`config.mk`:
```
export PLATFORM = sky130hd
export DESIGN_NAME = squash_ctrl
export DESIGN_NICKNAME = d
export VERILOG_FILES = /design/src/rtl/squash_pkg.sv /design/src/rtl/sq_event_decode.sv /design/src/rtl/sq_fetch_hold.sv /design/src/rtl/sq_mark_pipe.sv /design/src/rtl/squash_ctrl.sv
export SDC_FILE = /design/constraint.sdc
export NUM_CORES = 1
export LEC_CHECK = 0
export ABC_AREA = 1
export BUFFER_PORTS_ARGS = -buffer_cell sky130_fd_sc_hd__buf_4
export CAP_MARGIN = 30
export CORE_AREA = 8 8 45 47
export CTS_CLUSTER_DIAMETER = 200
export CTS_CLUSTER_SIZE = 10
export DETAILED_ROUTE_END_ITERATION = 8
export DIE_AREA = 0 0 53 55
export GPL_ROUTABILITY_DRIVEN = 1
export SYNTH_ARGS = -nofsm -noshare
export SYNTH_HDL_FRONTEND = slang
export SYNTH_SLANG_ARGS = --single-unit
```
`constraint.sdc`:
```
create_clock -name clk -period 2 [get_ports clk]
set_input_delay 0.3 -clock clk [delete_from_list [all_inputs] [get_ports clk]]
set_output_delay 0.3 -clock clk [all_outputs]
set_load 0.01 [all_outputs]
```
`src/rtl/squash_pkg.sv`:
```
// Package: shared defaults and stage naming for the no-op kill controller.
// Assumes an in-order pipe where stage index grows toward write-back.
package squash_pkg;

    localparam int unsigned SQ_STAGES     = 5;  // fetch .. write-back
    localparam int unsigned SQ_SLOTS      = 2;  // delay slots behind a branch
    localparam int unsigned SQ_EXC_DEPTH  = 3;  // stages flushed by an exception
    localparam int unsigned SQ_RST_HOLD   = 2;  // fetch kills after reset release

    typedef enum logic [2:0] {
        STG_FETCH = 3'd0,
        STG_REGRD = 3'd1,
        STG_EXEC  = 3'd2,
        STG_MEMAC = 3'd3,
        STG_WBACK = 3'd4
    } sq_stage_e;

endpackage

```
`src/rtl/sq_event_decode.sv`:
```
// Module: sq_event_decode
// Turns this cycle's branch and exception events into a fresh kill mask.
// Assumes the resolving branch and the excepting instruction sit in execute,
// so only younger stages (lower index) and execute itself can be hit.
module sq_event_decode #(
    parameter int unsigned NSTG      = 5,
    parameter int unsigned SLOTS     = 2,
    parameter int unsigned EXC_DEPTH = 3
) (
    input  logic            br_resolve,
    input  logic            br_taken,
    input  logic            br_squash_en,
    input  logic            exc_req,
    output logic [NSTG-1:0] fresh_o
);

    logic squash_hit;

    // An untaken branch that asked for squashing hits its delay slots.
    assign squash_hit = br_resolve && br_squash_en && !br_taken;

    // Per-stage union of both causes; depth comparison is fixed per stage.
    for (genvar g = 0; g < NSTG; g++) begin : g_stg
        localparam bit IN_SLOT = (g < SLOTS);
        localparam bit IN_EXC  = (g < EXC_DEPTH);
        assign fresh_o[g] = (IN_SLOT && squash_hit) || (IN_EXC && exc_req);
    end

endmodule

```
`src/rtl/sq_fetch_hold.sv`:
```
// Module: sq_fetch_hold
// Keeps fetch killed for HOLD cycles after synchronous reset is released.
// Assumes HOLD >= 1 so the instruction fetched on release is never trusted.
module sq_fetch_hold #(
    parameter int unsigned HOLD = 2
) (
    input  logic clk,
    input  logic rst_n,
    output logic hold_o
);

    localparam int unsigned CW = $clog2(HOLD + 1);

    logic [CW-1:0] left_q;

    // Count down the remaining post-reset fetch kills.
    always_ff @(posedge clk) begin
        if (!rst_n) begin
            left_q <= CW'(HOLD);
        end else if (left_q != '0) begin
            left_q <= left_q - CW'(1);
        end
    end

    assign hold_o = (left_q != '0);

endmodule

```
`src/rtl/sq_mark_pipe.sv`:
```
// Module: sq_mark_pipe
// Carries each stage's no-op decision one stage further per clock.
// Assumes the pipe advances every cycle (no stalls); reset marks every stage.
module sq_mark_pipe #(
    parameter int unsigned NSTG = 5
) (
    input  logic            clk,
    input  logic            rst_n,
    input  logic [NSTG-1:0] kill_i,
    output logic [NSTG-1:0] marks_o
);

    logic [NSTG-1:1] mark_q;

    // One flop per stage past fetch, fed by the previous stage's kill.
    for (genvar g = 1; g < NSTG; g++) begin : g_mark
        always_ff @(posedge clk) begin
            if (!rst_n) begin
                mark_q[g] <= 1'b1;
            end else begin
                mark_q[g] <= kill_i[g-1];
            end
        end
    end

    // Fetch never inherits a mark: a new instruction enters it each cycle.
    assign marks_o = {mark_q, 1'b0};

endmodule

```
`src/rtl/squash_ctrl.sv`:
```
// Module: squash_ctrl (top)
// Merges squash, exception and reset no-op causes into one per-stage kill
// vector and gates register-file writes and memory-access starts with it.
// Assumes a non-stalling pipe, branch/exception seen in execute, and a
// synchronous active-low reset held for at least one clock.
module squash_ctrl
    import squash_pkg::*;
#(
    parameter int unsigned NSTG      = SQ_STAGES,
    parameter int unsigned SLOTS     = SQ_SLOTS,
    parameter int unsigned EXC_DEPTH = SQ_EXC_DEPTH,
    parameter int unsigned RST_HOLD  = SQ_RST_HOLD
) (
    input  logic            clk,
    input  logic            rst_n,
    input  logic            br_resolve,
    input  logic            br_taken,
    input  logic            br_squash_en,
    input  logic            exc_req,
    input  logic            wb_wr_req,
    input  logic            mem_acc_req,
    output logic [NSTG-1:0] kill_o,
    output logic            rf_wr_en,
    output logic            mem_acc_en
);

    localparam int unsigned WB_IDX  = NSTG - 1;
    localparam int unsigned MEM_IDX = NSTG - 2;

    logic [NSTG-1:0] fresh;
    logic [NSTG-1:0] marks;
    logic [NSTG-1:0] hold_vec;
    logic            hold;

    sq_event_decode #(
        .NSTG      (NSTG),
        .SLOTS     (SLOTS),
        .EXC_DEPTH (EXC_DEPTH)
    ) u_decode (
        .br_resolve   (br_resolve),
        .br_taken     (br_taken),
        .br_squash_en (br_squash_en),
        .exc_req      (exc_req),
        .fresh_o      (fresh)
    );

    sq_fetch_hold #(
        .HOLD (RST_HOLD)
    ) u_hold (
        .clk    (clk),
        .rst_n  (rst_n),
        .hold_o (hold)
    );

    sq_mark_pipe #(
        .NSTG (NSTG)
    ) u_marks (
        .clk     (clk),
        .rst_n   (rst_n),
        .kill_i  (kill_o),
        .marks_o (marks)
    );

    assign hold_vec = {{(NSTG-1){1'b0}}, hold};

    // Final per-stage kill: everything during reset, else union of causes.
    always_comb begin
        if (!rst_n) begin
            kill_o = '1;
        end else begin
            kill_o = marks | fresh | hold_vec;
        end
    end

    // Killed instructions may neither write registers nor start an access.
    assign rf_wr_en   = wb_wr_req   && !kill_o[WB_IDX];
    assign mem_acc_en = mem_acc_req && !kill_o[MEM_IDX];

endmodule

```
==> reports/metrics.yaml <==
cts:
  cts_tree: "built"
  ctsResizeCount: 0
  cts_hold_buf: 0
  cts_max_path_buffers: 2
  clk_latency_ns: 0.24
  h-tree-depth: 1
  cts_num_sinks: 6
  cts-root-buf: "clkbuf_4"
  path_clk_slew_ns: 0.04
  cts_made_buffers: 3
  postCtsSetupBuffers: 0
finish:
  drive_above_1_share_pct: 36.54
  area_growth_pct: 55.66
  num-nets-final: 63
  finalInstanceArea_sq_um: 412.9
  postLayoutCoreUtil_pct: 29.84
  fillers: 149
  num_antenna_cells: 0
placement:
  hpwlAfterDp_um: 502.7
  dpl_worst_slack_ns: 0.7759
  portBuffers: 14
  dpl_cell_area_sq_um: 390.4
  gp_congestion: 0.5901
synthesis:
  synth_area_sq_um: 265.3
  syn_avg_cell_area_sq_um: 7.579
  async_flop_share_pct: 0
  ys_top_cells_by_area: "dfxtp_1, or2_1, nand2_1"
  synthXorXnorAreaFrac_pct: 0
  synth_cells: 35
  synth_compound_area_share_pct: 0
  yosys.area.top_type: "dfxtp_1"
  synth_ff_type: "dfxtp_1"
  yosys.area_share.simple_pct: 41.51
  synth_nets: 44
  yosysTopAreaCellShare_pct: 45.28
  yosys-mux-area-fraction_pct: 0
  synth-edff-count: 0
  synthTopCellsByCount: "nand2_1, dfxtp_1, inv_1, or2_1, nor2_1"
  ys_types: 11
  synthAdderAreaFrac_pct: 4.717
  synth_warnings: 0
  yosysSeqAreaShare_pct: 45.28
  synth_top_family_by_area: "simple AND/OR/NAND/NOR gates"
  ys_ff_latch: 6
  synth_most_common_cell: "nand2_1"
grt:
  gr-usage-met3_pct: 3.476
  antenna_found_initial: 0
  grtUsageMet2_pct: 6.250
  grtUsageMet1_pct: 4.255
  grt_max_degree: 6
  busiest_layer: "met4"
  overflow: 0
  grt_pass1_vias: 256
  grtUsageTotal_pct: 4.809
  grt_pass1_wl_um: 945
die:
  fp.coreArea_sq_um: 1384
  rows: 14
  initial_core_util_pct: 19.17
  num_io_pins: 15
  dieHeight_um: 55
  dieArea_sq_um: 2915
  fp.dieW_um: 53
route:
  drt_iter0_drc: 0
  route.detailed.drc: 0
  via_per_inst: 3.882
  routedWlPerCell_um: 8.456
  firstDrtPassIters: 1
  drtAntennaViolNets: 0
  routed_wl_um: 575
  vias: 264
setup_path:
  timing.rr.start: "u_hold.left_q[0]"
  r2r-end: "u_hold.left_q[0]"
  worst_ep_arrival_time_ns: 1.18
  ff2ff_path_depth: 6
  r2r_slack_ns: 1.05
  cp_max_fo: 4
  crit_path_end_kind: "primary output"
  critPathKind: "reg2out"
  crit_required_ns: 1.70
  crit_path_start_kind: "flip-flop"
power_and_ir_drop:
  peakVddDrop_uv: 326.8
  clockPowerShare_pct: 32.0
  seqPwrFrac_pct: 43.4
  combPwrFrac_pct: 24.6
  switchingPower_mw: 0.09614
  p_int_mw: 0.2470
  p_sw_share_pct: 28.02
  power.density_nw_per_um2: 831.1
  p_total_mw: 0.3432
  power.leakage_nw: 0.1942
timing:
  fmax_mhz: 677.2
  skew_ns: 0.0007370
  rsz0062_at_grt: "false"
  period_minus_slack_ns: 1.477
  slew_viol_final: 0
  finalHoldViolCount: 0
  final.setup.tns_ns: 0
  slew_headroom_pct: 88.65
  worst_pin_slew_ns: 0.1698
  setup_slack_ns: 0.5233
  period_share_pct: 73.84
  setup_viol: 0
min_path:
  min_path_cells: 2
  hp-class: "in2reg"
  hold_start: "rst_n"
  whs_endpoint: "u_hold.left_q[1]"
flow_run:
  cap_violations: 0
outcome:
  status: "complete, no violations"
==> critical path, cell delays in order (launching register included) <==
cell	delay, ns
dfxtp_1	0.31
inv_1	0.06
ha_1	0.16
inv_1	0.07
nor2_1	0.13
nand2_1	0.06
buf_4	0.14
==> per-layer routing <==
metal  share of wire, %  up-vias
met5                  0        -
met4               0.70        0
met2                 45       12
met1                 42      110
met3                 12        2
li1                   -      140
==> state kept, by name (all words and copies together), names as in the netlist <==
name and cells:
u_marks.marks_o 4, u_hold.left_q 2
==> layout make-up <==
type / instances / area, sq um / share of cell area (%)
Timing Repair Buffer: 14 / 105.1 / 25.45
Inverter: 6 / 22.52 / 5.455
Clock buffer: 3 / 22.52 / 5.455
Sequential cell: 6 / 120.1 / 29.09
Tap cell: 16 / 20.02 / 4.848
Multi-Input combinational cell: 23 / 122.6 / 29.70
==> power by group through the flow <==
stage / sequential, mW / combinational (mW) / clock [mW]
after floorplan: 0.149 / 0.0616 / 0
after global placement: 0.151 / 0.0840 / 0
after detailed placement: 0.151 / 0.0874 / 0
after CTS: 0.149 / 0.0879 / 0.118
after global routing: 0.150 / 0.104 / 0.130
final: 0.149 / 0.0843 / 0.110
==> cell usage in the layout (no fill, tap or decap) <==
master    instances
buf_4            14
clkbuf_4          3
dfxtp_1           6
ha_1              1
inv_1             5
inv_2             1
nand2_1           8
nand2_2           1
nand3_1           1
nand3b_1          1
nor2_1            4
nor3b_1           2
or2_1             5
==> kinds of logic after synthesis <==
kind of cell | count (synthesis)
adders and majority gates | 1
DFF | 6
buffers and inverters | 6
and+or+nand+nor | 22
==> worst max path at each step <==
| stage | slack, ns | end | cells past startpoint | start |
|---|---|---|---|---|
| after floorplan | 0.90 | kill_o[0] | 5 | u_hold.left_q[0] |
| after global placement | 0.78 | kill_o[0] | 6 | u_hold.left_q[0] |
| after detailed placement | 0.78 | kill_o[0] | 6 | u_hold.left_q[0] |
| after CTS | 0.49 | kill_o[0] | 6 | u_hold.left_q[0] |
| after global routing | 0.39 | kill_o[0] | 6 | u_hold.left_q[0] |
| final | 0.52 | kill_o[0] | 6 | u_hold.left_q[0] |
==> per-stage QoR <==
stage / hold slack [ns] / std cells
CTS: 0.2784 / 68
finish: 0.2864 / 68
global route: 0.2777 / 68
floorplan: 0.3841 / 35
detailed placement: 0.4146 / 65
global placement: 0.4072 / 65
Power figures use the tool's default switching activity.
